## config.mk

```make
export PLATFORM = sky130hd
export DESIGN_NAME = cmp_tick_timer
export DESIGN_NICKNAME = d
export VERILOG_FILES = /design/src/rtl/cmpt_pkg.sv /design/src/rtl/cmpt_sync_chan.sv /design/src/rtl/cmpt_counter.sv /design/src/rtl/cmpt_flags.sv /design/src/rtl/cmp_tick_timer.sv
export SDC_FILE = /design/constraint.sdc
export NUM_CORES = 1
export LEC_CHECK = 0
export CAP_MARGIN = 10
export CORE_MARGIN = 8
export CORE_UTILIZATION = 63
export CTS_CLUSTER_DIAMETER = 150
export DETAILED_ROUTE_END_ITERATION = 16
export PLACE_DENSITY = 0.82
export RECOVER_POWER = 50
export SETUP_SLACK_MARGIN = 0.15
export SLEW_MARGIN = 20
export SYNTH_ARGS = -nofsm -noshare
export SYNTH_HDL_FRONTEND = slang
export SYNTH_SLANG_ARGS = --single-unit
```

## constraint.sdc

```tcl
create_clock -name clk -period 7 [get_ports clk]
set_input_delay 0.7 -clock clk [delete_from_list [all_inputs] [get_ports clk]]
set_output_delay 0.7 -clock clk [all_outputs]
set_load 0.1 [all_outputs]
```

## src/rtl/cmpt_pkg.sv

```systemverilog
`timescale 1ns/1ps
package cmpt_pkg;
    // word addresses; the order is the software-visible map
    localparam int RA_CTRL  = 0;
    localparam int RA_COUNT = 1;
    localparam int RA_CMP0  = 2;
    localparam int RA_CMP1  = 3;
    localparam int RA_FLAG  = 4;
    localparam int RA_FSET  = 5;
    localparam int RA_FCLR  = 6;
    localparam int RA_MASK  = 7;
    localparam int RA_FRZ   = 8;
    localparam int RA_BUSY  = 9;

    // control bits
    localparam int CB_EN  = 0;
    localparam int CB_DBG = 1;
    localparam int CB_TOP = 2;
    localparam int CTRL_W = 3;

    // flag bits
    localparam int FB_OVF = 0;
    localparam int FB_C0  = 1;
    localparam int FB_C1  = 2;
    localparam int NFLAG  = 3;

    typedef enum logic [1:0] {
        SY_IDLE = 2'd0,
        SY_HELD = 2'd1,
        SY_WAIT = 2'd2
    } sync_st_e;
endpackage

```

## src/rtl/cmpt_sync_chan.sv

```systemverilog
`timescale 1ns/1ps
module cmpt_sync_chan
    import cmpt_pkg::*;
#(
    parameter int W     = 24,
    parameter int TICKS = 3
) (
    input  logic         clk,
    input  logic         rst_n,
    input  logic         wr,
    input  logic [W-1:0] wdata,
    input  logic         freeze,
    input  logic         tick,
    output logic [W-1:0] live_q,
    output logic         busy
);
    localparam int CW = (TICKS > 1) ? $clog2(TICKS) : 1;
    localparam logic [CW-1:0] LAST = CW'(TICKS - 1);

    sync_st_e       st_q, st_d;
    logic [CW-1:0]  n_q, n_d;
    logic [W-1:0]   pend_q;
    logic           commit;

    // next state
    always_comb begin
        st_d = st_q;
        unique case (st_q)
            SY_IDLE: if (wr) st_d = freeze ? SY_HELD : SY_WAIT;
            SY_HELD: begin
                if (wr)           st_d = freeze ? SY_HELD : SY_WAIT;
                else if (!freeze) st_d = SY_WAIT;
            end
            SY_WAIT: begin
                if (wr)                     st_d = freeze ? SY_HELD : SY_WAIT;
                else if (freeze)            st_d = SY_HELD;
                else if (tick && n_q == LAST) st_d = SY_IDLE;
            end
            default: st_d = SY_IDLE;
        endcase
    end

    // outputs of the FSM
    always_comb begin
        busy   = (st_q != SY_IDLE);
        commit = (st_q == SY_WAIT) && !wr && !freeze && tick && (n_q == LAST);
        if (st_d == SY_WAIT && st_q != SY_WAIT) n_d = '0;
        else if (wr)                            n_d = '0;
        else if (st_q == SY_WAIT && tick && !freeze && n_q != LAST) n_d = n_q + 1'b1;
        else                                    n_d = n_q;
    end

    // state register
    always_ff @(posedge clk or negedge rst_n) begin
        if (!rst_n) begin
            st_q   <= SY_IDLE;
            n_q    <= '0;
            pend_q <= '0;
            live_q <= '0;
        end else begin
            st_q <= st_d;
            n_q  <= n_d;
            if (wr)     pend_q <= wdata;
            if (commit) live_q <= pend_q;
        end
    end

    assert_frozen_hold_R9: assert property (@(posedge clk) disable iff (!rst_n)
        freeze |=> $stable(live_q));
    assert_commit_from_wait_R8: assert property (@(posedge clk) disable iff (!rst_n)
        !$stable(live_q) |-> $past(st_q == SY_WAIT && tick));
endmodule

```

## src/rtl/cmpt_counter.sv

```systemverilog
`timescale 1ns/1ps
module cmpt_counter
    import cmpt_pkg::*;
#(
    parameter int CNT_W = 24
) (
    input  logic             clk,
    input  logic             rst_n,
    input  logic             tick,
    input  logic             run,
    input  logic             top_en,
    input  logic [CNT_W-1:0] cmp0_val,
    input  logic [CNT_W-1:0] cmp1_val,
    input  logic             load,
    input  logic [CNT_W-1:0] load_val,
    output logic [CNT_W-1:0] cnt_q,
    output logic [NFLAG-1:0] evt
);
    logic             adv, wrap;
    logic [CNT_W-1:0] step_cnt, cnt_d;

    always_comb begin
        adv      = tick && run && !load;
        wrap     = (cnt_q == '1) || (top_en && cnt_q == cmp0_val);
        step_cnt = wrap ? '0 : cnt_q + 1'b1;
        cnt_d    = load ? load_val : (adv ? step_cnt : cnt_q);
        evt         = '0;
        evt[FB_OVF] = adv && wrap;
        evt[FB_C0]  = adv && (step_cnt == cmp0_val);
        evt[FB_C1]  = adv && (step_cnt == cmp1_val);
    end

    always_ff @(posedge clk or negedge rst_n) begin
        if (!rst_n) cnt_q <= '0;
        else        cnt_q <= cnt_d;
    end

    assert_max_wrap_R3: assert property (@(posedge clk) disable iff (!rst_n)
        (tick && run && !load && cnt_q == '1) |=> (cnt_q == '0));
    assert_top_wrap_R4: assert property (@(posedge clk) disable iff (!rst_n)
        (tick && run && !load && top_en && cnt_q == cmp0_val) |=> (cnt_q == '0));
    assert_hold_R10: assert property (@(posedge clk) disable iff (!rst_n)
        (!(tick && run) && !load) |=> $stable(cnt_q));
    assert_load_R2: assert property (@(posedge clk) disable iff (!rst_n)
        load |=> (cnt_q == $past(load_val)));
endmodule

```

## src/rtl/cmpt_flags.sv

```systemverilog
`timescale 1ns/1ps
module cmpt_flags
    import cmpt_pkg::*;
#(
    parameter int N = NFLAG
) (
    input  logic         clk,
    input  logic         rst_n,
    input  logic [N-1:0] evt,
    input  logic         set_wr,
    input  logic         clr_wr,
    input  logic         mask_wr,
    input  logic [N-1:0] wbits,
    output logic [N-1:0] flags_q,
    output logic [N-1:0] mask_q,
    output logic         irq
);
    logic [N-1:0] flags_d;

    always_comb begin
        flags_d = flags_q;
        if (set_wr) flags_d = flags_d | wbits;
        if (clr_wr) flags_d = flags_d & ~wbits;
        flags_d = flags_d | evt;
    end

    always_ff @(posedge clk or negedge rst_n) begin
        if (!rst_n) begin
            flags_q <= '0;
            mask_q  <= '0;
        end else begin
            flags_q <= flags_d;
            if (mask_wr) mask_q <= wbits;
        end
    end

    assign irq = |(flags_q & mask_q);

    assert_set_R6: assert property (@(posedge clk) disable iff (!rst_n)
        set_wr |=> ((flags_q & $past(wbits)) == $past(wbits)));
    assert_clear_R6: assert property (@(posedge clk) disable iff (!rst_n)
        clr_wr |=> ((flags_q & $past(wbits)) == ($past(evt) & $past(wbits))));
endmodule

```

## src/rtl/cmp_tick_timer.sv

```systemverilog
`timescale 1ns/1ps
module cmp_tick_timer
    import cmpt_pkg::*;
#(
    parameter int CNT_W      = 24,
    parameter int DATA_W     = 32,
    parameter int ADDR_W     = 4,
    parameter int SYNC_TICKS = 3
) (
    input  logic              clk,
    input  logic              rst_n,
    input  logic              tick,
    input  logic              dbg_halt,
    input  logic [ADDR_W-1:0] bus_addr,
    input  logic              bus_we,
    input  logic [DATA_W-1:0] bus_wdata,
    output logic [DATA_W-1:0] bus_rdata,
    output logic              irq
);
    localparam int NCMP = 2;

    logic              freeze_q;
    logic [CTRL_W-1:0] ctrl_live;
    logic              ctrl_busy;
    logic [CNT_W-1:0]  cmp_live [NCMP];
    logic [NCMP-1:0]   cmp_busy;
    logic [CNT_W-1:0]  cnt_q;
    logic [NFLAG-1:0]  evt, flags_q, mask_q;
    logic              run;
    logic              unused_wbits;

    assign unused_wbits = ^bus_wdata[DATA_W-1:CNT_W];

    function automatic logic hit(input logic [ADDR_W-1:0] a, input int ra);
        return a == ADDR_W'(ra);
    endfunction

    always_ff @(posedge clk or negedge rst_n) begin
        if (!rst_n)                              freeze_q <= 1'b0;
        else if (bus_we && hit(bus_addr, RA_FRZ)) freeze_q <= bus_wdata[0];
    end

    cmpt_sync_chan #(.W(CTRL_W), .TICKS(SYNC_TICKS)) u_ctrl (
        .clk(clk), .rst_n(rst_n),
        .wr(bus_we && hit(bus_addr, RA_CTRL)),
        .wdata(bus_wdata[CTRL_W-1:0]),
        .freeze(freeze_q), .tick(tick),
        .live_q(ctrl_live), .busy(ctrl_busy)
    );

    for (genvar k = 0; k < NCMP; k++) begin : g_cmp
        cmpt_sync_chan #(.W(CNT_W), .TICKS(SYNC_TICKS)) u_chan (
            .clk(clk), .rst_n(rst_n),
            .wr(bus_we && hit(bus_addr, RA_CMP0 + k)),
            .wdata(bus_wdata[CNT_W-1:0]),
            .freeze(freeze_q), .tick(tick),
            .live_q(cmp_live[k]), .busy(cmp_busy[k])
        );
    end

    assign run = ctrl_live[CB_EN] && (!dbg_halt || ctrl_live[CB_DBG]);

    cmpt_counter #(.CNT_W(CNT_W)) u_cnt (
        .clk(clk), .rst_n(rst_n), .tick(tick), .run(run),
        .top_en(ctrl_live[CB_TOP]),
        .cmp0_val(cmp_live[0]), .cmp1_val(cmp_live[1]),
        .load(bus_we && hit(bus_addr, RA_COUNT)),
        .load_val(bus_wdata[CNT_W-1:0]),
        .cnt_q(cnt_q), .evt(evt)
    );

    cmpt_flags #(.N(NFLAG)) u_flg (
        .clk(clk), .rst_n(rst_n), .evt(evt),
        .set_wr(bus_we && hit(bus_addr, RA_FSET)),
        .clr_wr(bus_we && hit(bus_addr, RA_FCLR)),
        .mask_wr(bus_we && hit(bus_addr, RA_MASK)),
        .wbits(bus_wdata[NFLAG-1:0]),
        .flags_q(flags_q), .mask_q(mask_q), .irq(irq)
    );

    always_comb begin
        bus_rdata = '0;
        if (hit(bus_addr, RA_CTRL))  bus_rdata = DATA_W'(ctrl_live);
        if (hit(bus_addr, RA_COUNT)) bus_rdata = DATA_W'(cnt_q);
        if (hit(bus_addr, RA_CMP0))  bus_rdata = DATA_W'(cmp_live[0]);
        if (hit(bus_addr, RA_CMP1))  bus_rdata = DATA_W'(cmp_live[1]);
        if (hit(bus_addr, RA_FLAG))  bus_rdata = DATA_W'(flags_q);
        if (hit(bus_addr, RA_MASK))  bus_rdata = DATA_W'(mask_q);
        if (hit(bus_addr, RA_FRZ))   bus_rdata = DATA_W'(freeze_q);
        if (hit(bus_addr, RA_BUSY))  bus_rdata = DATA_W'({cmp_busy, ctrl_busy});
    end

    assert_irq_needs_mask_R7: assert property (@(posedge clk) disable iff (!rst_n)
        $rose(irq) |-> (mask_q != '0));
endmodule

```

Word-level counts from Yosys, hierarchy flattened
Index checks and enable logic that the tools add are counted.
{ "classes": {"addsub": 4, "eq_ne": 31, "mux": 44, "bitwise": 5, "reduce_logical": 62} }
{ "op_table": {"columns": ["op", "n"], "rows": [
  ["$mux W32", 7],
  ["$eq A24 B24 Y1", 3],
  ["$mux W24", 3],
  ["$mux W2", 28],
  ["$logic_and A1 B1 Y1", 42],
  ["$add A24 B1 Y24 const B", 1],
  ["$eq A24 B24 Y1 const B", 1],
  ["$eq A2 B2 Y1 const B", 9],
  ["$pmux W2 S3", 3],
  ["$eq A4 B3 Y1 const B", 4],
  ["$ne A2 B2 Y1 const B", 6],
  ["$mux W3", 3],
  ["$reduce_bool A3 Y1", 3],
  ["$eq A4 B2 Y1 const B", 2],
  ["$eq A4 B4 Y1 const B", 2],
  ["$reduce_bool A2 Y1", 4],
  ["$add A2 B1 Y2 const B", 3],
  ["$and A3 B3 Y3", 2],
  ["$eq A2 B1 Y1 const B", 3],
  ["$logic_not A1 Y1", 6],
  ["$logic_not A2 Y1", 3],
  ["$or A3 B3 Y3", 2],
  ["$eq A4 B1 Y1 const B", 1],
  ["$logic_not A4 Y1", 1],
  ["other kinds (3)", 4]
]} }
{ "totals": {"ff_bits": 145, "inputBits": 41, "output_inout_bits": 33, "wordCells": 162} }

Logic depth before layout (Yosys ltp)
Gate-level depths: netlist of run 1.
{ "logic_depth": {"ltp_word": 9, "ltp_mapped": 12, "mapped_depth_nobuf": 10} }

Modules after synthesis
From an unflattened synthesis of run 1, not the netlist that was laid out.
{ "unflattened": {"hier_cells": 891, "hier_area_um2": 9225.1} }
{ "modules_own_cells": {"columns": ["mod", "instances", "cells_each", "area_each_um2", "seq_area_each_um2"], "rows": [
  ["cmpt_sync_chan at g_cmp[0].u_chan ...", 2, 127, 2122.0, 1301.2],
  ["cmpt_counter", 1, 443, 3288.2, 600.6],
  ["cmp_tick_timer", 1, 137, 973.4, 25.0],
  ["cmpt_sync_chan at u_ctrl", 1, 37, 469.2, 250.2],
  ["cmpt_flags", 1, 20, 250.2, 150.1]
]} }

Worst setup path before layout of run 1
No wires, ideal clock.
{ "synth_timing": {"path_kind": "input -> output", "from": "input bus_addr[1]", "to": "output bus_rdata[0]", "t_arrival_ns": 3.519, "required_time_ns": 6.300, "path_slack_ns": 2.781, "cell_stages": 5, "path_buffers": 2, "path_cell_list": "clkbuf_1 buf_1 nor2b_1 nand2_1 o21ai_0"} }
{ "synth_between": {"elab_chain_len": 9} }
{ "synth_lines": {"columns": ["element", "line_no", "source"], "rows": [
  ["start: declaration", "cmp_tick_timer.sv:14", "input logic [ADDR_W-1:0] bus_addr,"],
  ["$logic_not A4 Y1", "cmp_tick_timer.sv:35", "return a == ADDR_W'(ra);"],
  ["$mux W3", "cmp_tick_timer.sv:83", "if (hit(bus_addr, RA_CTRL)) bus_rdata = DATA_W'(ctrl_live);"],
  ["$mux W32", "cmp_tick_timer.sv:84", "if (hit(bus_addr, RA_COUNT)) bus_rdata = DATA_W'(cnt_q);"],
  ["$mux W32", "cmp_tick_timer.sv:85", "if (hit(bus_addr, RA_CMP0)) bus_rdata = DATA_W'(cmp_live[0]);"],
  ["$mux W32", "cmp_tick_timer.sv:86", "if (hit(bus_addr, RA_CMP1)) bus_rdata = DATA_W'(cmp_live[1]);"],
  ["$mux W32", "cmp_tick_timer.sv:87", "if (hit(bus_addr, RA_FLAG)) bus_rdata = DATA_W'(flags_q);"],
  ["$mux W32", "cmp_tick_timer.sv:88", "if (hit(bus_addr, RA_MASK)) bus_rdata = DATA_W'(mask_q);"],
  ["$mux W32", "cmp_tick_timer.sv:89", "if (hit(bus_addr, RA_FRZ)) bus_rdata = DATA_W'(freeze_q);"],
  ["$mux W32 (*)", "cmp_tick_timer.sv:90", "if (hit(bus_addr, RA_BUSY)) bus_rdata = DATA_W'({cmp_busy, ctrl_busy});"],
  ["end: declaration", "cmp_tick_timer.sv:17", "output logic [DATA_W-1:0] bus_rdata,"]
]} }
Every way passes the cells marked *; elsewhere a longest branch is shown, timed or not.

Worst setup path in the final report of run 1
{ "layout_timing": {"from": "input bus_addr[1]", "to": "output bus_rdata[4]"} }
{ "layout_between": {"elab_chain_len": 8} }
{ "layout_lines": {"columns": ["element", "line_no"], "rows": [
  ["$eq A4 B1 Y1", "cmp_tick_timer.sv:35"],
  ["$mux W32", "cmp_tick_timer.sv:84"],
  ["$mux W32", "cmp_tick_timer.sv:85"],
  ["$mux W32", "cmp_tick_timer.sv:86"],
  ["$mux W32", "cmp_tick_timer.sv:87"],
  ["$mux W32", "cmp_tick_timer.sv:88"],
  ["$mux W32", "cmp_tick_timer.sv:89"],
  ["$mux W32 (*)", "cmp_tick_timer.sv:90"]
]} }
Marks and branches as above.

==> results.json, run 1 <==
{
  "async_flop_share_pct": 100.0,
  "final_cell_count_no_fill": 1110,
  "p_seq_share_pct": 39.8,
  "hold_class": "reg2reg",
  "critPathMaxFanout": 37,
  "cts_max_path_buffers": 2,
  "grt_antenna_before_repair": 1,
  "grt_max_degree": 79,
  "maxCapViolCount": 3,
  "fin_util_pct": 72.52,
  "drtIter0Drc": 725,
  "intPower_uw": 2187,
  "ctsResizeCount": 0,
  "drt_pass1_iterations": 5,
  "violations": "capacitance limit, slew limit",
  "synthDistinctLibCells": 63,
  "drc": 0,
  "grt_first_pass_wirelength_um": 40100,
  "postRouteAntennaNets": 0,
  "grt_setup_unrepaired": "no",
  "p_clk_share_pct": 28.9,
  "synth_edf_count": 0,
  "dieArea_sq_mm": 0.01787,
  "synthTopCellsByCount": "dfrtp_1, mux2_2, nand2_1",
  "finish.net_count": 963,
  "clk_latency_ps": 430,
  "design_area_sq_mm": 0.009950,
  "power_switching_uw": 1262,
  "postCtsSetupBuffers": 0,
  "hold_buffers": 0,
  "setup_violations": 0,
  "reg2reg_depth": 10,
  "cp.arrival_ps": 4040,
  "syn_inst": 890,
  "p_total_uw": 3450,
  "synthToLayoutAreaGrowth_pct": 14.04,
  "dieHeight_um": 133.7,
  "cp.required_ps": 6300,
  "synth.largest_area_cell": "dfrtp_1",
  "num_antenna_cells": 0,
  "finalCritPeriodShare_pct": 67.66,
  "layout-drive-gt1-share_pct": 19.14,
  "grt_usage_pct": 28.64,
  "syn_avg_cell_area_sq_um": 9.803,
  "dp_cells": 1079,
  "start_util_pct": 63.59,
  "netlist_area_sq_mm": 0.008725,
  "tritoncts": "done",
  "die_x_um": 133.7,
  "root_buffer": "clkbuf_16",
  "hold_depth": 2,
  "gp_congestion": 1.012,
  "worst_pin_slew_ps": 3534,
  "end_kind": "primary output",
  "cts.sink_count": 145,
  "cts_made_buffers": 17,
  "max_freq_ghz": 0.2111,
  "leakage_uw": 0.004103,
  "io_pins": 74,
  "yosysTopAreaCellShare_pct": 41.59,
  "synthTopCellsByArea": "dfrtp_1, mux2_2, xnor2_1, nand2_1, o21ai_0",
  "critical_path_class": "in2out",
  "ys.warnings.count": 0,
  "placed_area_sq_mm": 0.009321,
  "dr_total_vias": 7319,
  "io_buffers": 57,
  "setup_tns_ps": 0,
  "vias_per_cell": 6.594,
  "p_per_area_mw_per_mm2": 346.7,
  "p_sw_share_pct": 36.59,
  "startpoint_type": "input pin",
  "dp_hpwl_um": 16810,
  "status": "finished, violations left",
  "peakVddDrop_mv": 0.2930,
  "rows": 43,
  "drv_slew": 178,
  "wirelength_um": 24980,
  "fin_skew_ps": 6.944,
  "p_comb_share_pct": 31.3,
  "ys.flop_type": "dfrtp_1",
  "synth-seq-cells": 145,
  "cts_htree_levels": 4,
  "clk_pin_slew_worst_paths_ps": 60,
  "slew_headroom_pct": -135.6,
  "yosysMostFrequentCell": "dfrtp_1",
  "grt.overflow.total": 0,
  "fin_crit_ps": 4736,
  "core_area_sq_mm": 0.01372,
  "grt_pass1_vias": 7233,
  "wl_per_cell_um": 22.51,
  "synth_seq_area_share_pct": 41.59,
  "finalHoldViolCount": 0
}
## placed cells by master (no fill, tap or decap), types with 10 or more instances in the layout
| cell type | n |
|---|---|
| xor2_1 | 17 |
| xnor2_1 | 49 |
| inv_1 | 20 |
| clkdlybuf4s50_1 | 55 |
| a31oi_1 | 10 |
| nand3_1 | 26 |
| nor2b_1 | 10 |
| a21oi_1 | 38 |
| nand2_1 | 90 |
| dfrtp_1 | 145 |
| nand4_1 | 10 |
| buf_4 | 10 |
| mux2_2 | 121 |
| nor3_1 | 12 |
| a22oi_1 | 29 |
| clkbuf_16 | 17 |
| nor2_1 | 55 |
| o21ai_0 | 59 |
## area by class of cell
class / instances / area, sq um
clock inverters: 11 / 185.2
clock buffers: 20 / 456.7
fillers: 1020 / 3770
flip-flops and latches: 145 / 3628
inverters: 20 / 75.07
well taps: 180 / 225.2
repair buffers: 69 / 648.1
multi-input cells: 665 / 4731
## final timing paths
kind                                            from                         end  slack (ps)
setup reg to reg                      u_cnt.cnt_q[0]            u_flg.flags_q[1]        2890
setup / recovery                         bus_addr[1]                bus_rdata[4]        2260
min in group asynchronous                      rst_n  g_cmp[0].u_chan.live_q[21]        1460
hold reg to reg            g_cmp[0].u_chan.pend_q[3]   g_cmp[0].u_chan.pend_q[3]         480
hold / removal             g_cmp[0].u_chan.pend_q[3]   g_cmp[0].u_chan.pend_q[3]         480
max in group asynchronous                      rst_n   g_cmp[1].u_chan.pend_q[4]        2300
## flip-flops by register name (all words and copies together) (netlist names)
| signal | count |
|---|---|
| u_flg.flags_q | 3 |
| freeze_q | 1 |
| g_cmp.u_chan.pend_q | 48 |
| g_cmp.u_chan.live_q | 48 |
| u_flg.mask_q | 3 |
| g_cmp.u_chan.st_q | 4 |
| u_ctrl.st_q | 2 |
| u_ctrl.live_q | 3 |
| g_cmp.u_chan.n_q | 4 |
| u_cnt.cnt_q | 24 |
| u_ctrl.pend_q | 3 |
| u_ctrl.n_q | 2 |
## metal layers
metal / up-vias / track usage, % / wire length [um]
met5: - / 0 / 13
met4: 2 / 10.54 / 820
met3: 74 / 7.907 / 2115
met2: 377 / 46.05 / 11750
met1: 3613 / 36.17 / 10280
li1: 3253 / - / -
## power by group through the flow
stage / clock network, uW / logic, uW / registers [uW]
finish: 998 / 1080 / 1370
global route: 1050 / 1170 / 1400
CTS: 1000 / 1070 / 1360
detailed placement: 0 / 1050 / 1370
global placement: 0 / 1030 / 1360
floorplan: 0 / 918 / 1200
## per-stage QoR
stage / setup slack (ps) / hold slack [ps]
4_1_cts: 2367 / 274.2
2_1_floorplan: 2781 / 404.4
3_3_place_gp: 2413 / 463.5
3_5_place_dp: 2369 / 473.8
6_report: 2264 / 482.5
5_1_grt: 1301 / 510.2
## kinds of logic (layout without fill, tap and decap cells)
kind of cell | after synthesis | after routing | share of synthesized area, %
simple gates | 275 | 275 | 16.31
buf+inv | 87 | 120 | 4.575
other cells | 1 | 8 | 0.04298
flops | 145 | 145 | 41.59
mux | 130 | 130 | 17.08
xor+xnor | 66 | 66 | 6.626
fa+ha+maj | 4 | 4 | 0.5737
compound gates | 182 | 182 | 13.21
## worst max-delay path, cell delays in order
cell,delay (ps)
dlygate4sd3_1,520
buf_4,420
nor2b_2,590
buf_4,360
a22oi_1,150
nor2_1,120
clkdlybuf4s50_1,1150
Note: power is estimated with default switching activity, not from simulation.
==> run 2, diff against run 1 <==
--- a/config.mk
+++ b/config.mk
@@ -7,10 +7,10 @@
 export LEC_CHECK = 0
 export CAP_MARGIN = 10
 export CORE_MARGIN = 8
-export CORE_UTILIZATION = 63
+export CORE_UTILIZATION = 59
 export CTS_CLUSTER_DIAMETER = 150
 export DETAILED_ROUTE_END_ITERATION = 16
-export PLACE_DENSITY = 0.82
+export PLACE_DENSITY = 0.77
 export RECOVER_POWER = 50
 export SETUP_SLACK_MARGIN = 0.15
 export SLEW_MARGIN = 20
==> constraint.sdc (replaced) <==
create_clock -name clk -period 4.9 [get_ports clk]
set_input_delay 0.49 -clock clk [delete_from_list [all_inputs] [get_ports clk]]
set_output_delay 0.49 -clock clk [all_outputs]
set_load 0.1 [all_outputs]
==> run 2 against run 1 <==
The flow still finishes with violations (capacitance limit, slew limit). Clock power increased by 35%. Worst hold slack gained 0.60 ps. Setup slack worse by 1200 ps. Register-to-register slack worse by 1800 ps. Core utilization is 2.4 points lower. Sequential power rose by 42%. Wire length is 1.0% lower. Die area rose by 6.0%. Critical endpoint is now u_flg.flags_q[1]. Largest power group unchanged.
==> results.json, run 2 (synthesis results as in run 1) <==
{
  "status": "finished, violations left",
  "violations": "capacitance limit, slew limit",
  "drv_slew": 161,
  "max_freq_ghz": 0.2631,
  "dieHeight_um": 137.6,
  "hold_class": "reg2reg",
  "crit_buf_inv": 1,
  "io_pins": 74,
  "dr_total_vias": 7210,
  "wirelength_um": 24720,
  "drtIter0Drc": 664,
  "layout-drive-gt1-share_pct": 22.03,
  "num_antenna_cells": 0,
  "postRouteAntennaNets": 0,
  "hold_slack_ps": 483.1,
  "grt_setup_unrepaired": "no",
  "dieArea_sq_mm": 0.01894,
  "final_common_cell": "dfrtp_1",
  "cts.sink_count": 145,
  "cp.arrival_ps": 4100,
  "cts_htree_levels": 4,
  "fin_crit_ps": 3801,
  "drc": 0,
  "cp.required_ps": 5200,
  "startpoint_type": "register",
  "grt_first_pass_wirelength_um": 39980,
  "cp_slowest_cell": "xor2_1",
  "dp_hpwl_um": 17090,
  "fin_skew_ps": 8.607,
  "ctsResizeCount": 0,
  "grt.overflow.total": 0,
  "critPathMaxFanout": 10,
  "maxCapViolCount": 3,
  "finalHoldViolCount": 0,
  "io_buffers": 57,
  "critical_path_class": "reg2reg",
  "start_util_pct": 60.26,
  "tritoncts": "done",
  "grt_pass1_vias": 7163,
  "clk_latency_ps": 420,
  "finalCritPeriodShare_pct": 77.57,
  "postCtsSetupBuffers": 0,
  "vias_per_cell": 6.443,
  "slew_headroom_pct": -64.62,
  "cts_made_buffers": 17,
  "die_x_um": 137.6,
  "finish.net_count": 967,
  "worst_pin_slew_ps": 2469,
  "critPathMaxStageDelay_ps": 590,
  "layout_common_cells": "dfrtp_1, mux2_2, nand2_1, o21ai_0, nor2_1",
  "p_per_area_mw_per_mm2": 480.1,
  "hold_buffers": 0,
  "core_area_sq_mm": 0.01448,
  "cts_max_path_buffers": 2,
  "grt_antenna_before_repair": 0,
  "wl_per_cell_um": 22.09,
  "leakage_uw": 0.004210,
  "path_delay_family": "simple AND/OR/NAND/NOR gates",
  "setup_violations": 0,
  "synthToLayoutAreaGrowth_pct": 16.39,
  "setup_tns_ps": 0,
  "rows": 44,
  "end_kind": "register",
  "drt_pass1_iterations": 5,
  "gp_congestion": 0.9984,
  "grt_usage_pct": 27.52,
  "largestRegisters": "g_cmp.u_chan.live_q: 48 flops, g_cmp.u_chan.pend_q: 48 flops, u_cnt.cnt_q: 24 flops",
  "clk_pin_slew_worst_paths_ps": 60,
  "peakVddDrop_mv": 0.3307,
  "crit_chain": "buf_4 > ha_1 > and4_1 > nand4_4 > or3_1 > xor2_1 > a21oi_1 > o32ai_1 > nand3_1 > o31ai_1",
  "root_buffer": "clkbuf_16",
  "grt_max_degree": 103,
  "num-fill-cells": 1125
}
-- run 2: final cells by class --
cell class | instances | area [sq um] | share of cell area, %
timing repair buffer | 73 | 878.3 | 8.650
multi-input combinational | 665 | 4728 | 46.56
tap | 184 | 230.2 | 2.267
inverter | 20 | 75.07 | 0.7393
sequential | 145 | 3628 | 35.73
clock buffer | 20 | 456.7 | 4.497
clock inverter | 12 | 157.7 | 1.552
-- run 2: where the power goes --
part / total [uW] / internal (uW) / switching, uW
Combinational: 1580 / 723 / 860
Clock: 1350 / 830 / 521
Sequential: 1940 / 1510 / 437
-- run 2: layer usage --
layer / vias up / global-route usage [%] / part of all wire [%]
li1: 3275 / - / -
met1: 3588 / 36.46 / 44
met2: 302 / 44.38 / 48
met3: 45 / 5.215 / 6.8
met4: 0 / 9.234 / 2.0
met5: - / 0 / 0
-- run 2: worst paths after layout --
path                                           start                    endpoint  slack, ps  cells past startpoint
max                                   u_cnt.cnt_q[0]            u_flg.flags_q[1]       1100                     10
min                        g_cmp[0].u_chan.pend_q[3]   g_cmp[0].u_chan.pend_q[3]        480                      2
max reg2reg                           u_cnt.cnt_q[0]            u_flg.flags_q[1]       1100                     10
min reg2reg                g_cmp[0].u_chan.pend_q[3]   g_cmp[0].u_chan.pend_q[3]        480                      2
max in group asynchronous                      rst_n   g_cmp[0].u_chan.live_q[8]       1970                      2
min in group asynchronous                      rst_n  g_cmp[0].u_chan.live_q[14]        820                      1
-- run 2: worst min-delay path, stage by stage (launching register included) --
cell and delay (ps):
dfrtp_1 340, nand2_1 40, o21ai_0 60
-- run 2: metrics by stage --
| step | instance area (sq um) | total power (uW) | setup slack, ps | utilization [%] | cells |
|---|---|---|---|---|---|
| global placement | 9559 | 3453 | 1287 | 66.02 | 1087 |
| detailed placement | 9559 | 3497 | 1222 | 66.02 | 1087 |
| global route | 10150 | 5126 | 967.3 | 70.13 | 1119 |
| CTS | 10170 | 4868 | 1197 | 70.26 | 1119 |
| finish | 10150 | 4876 | 1099 | 70.13 | 1119 |
| floorplan | 8751 | 3027 | 1101 | - | 897 |
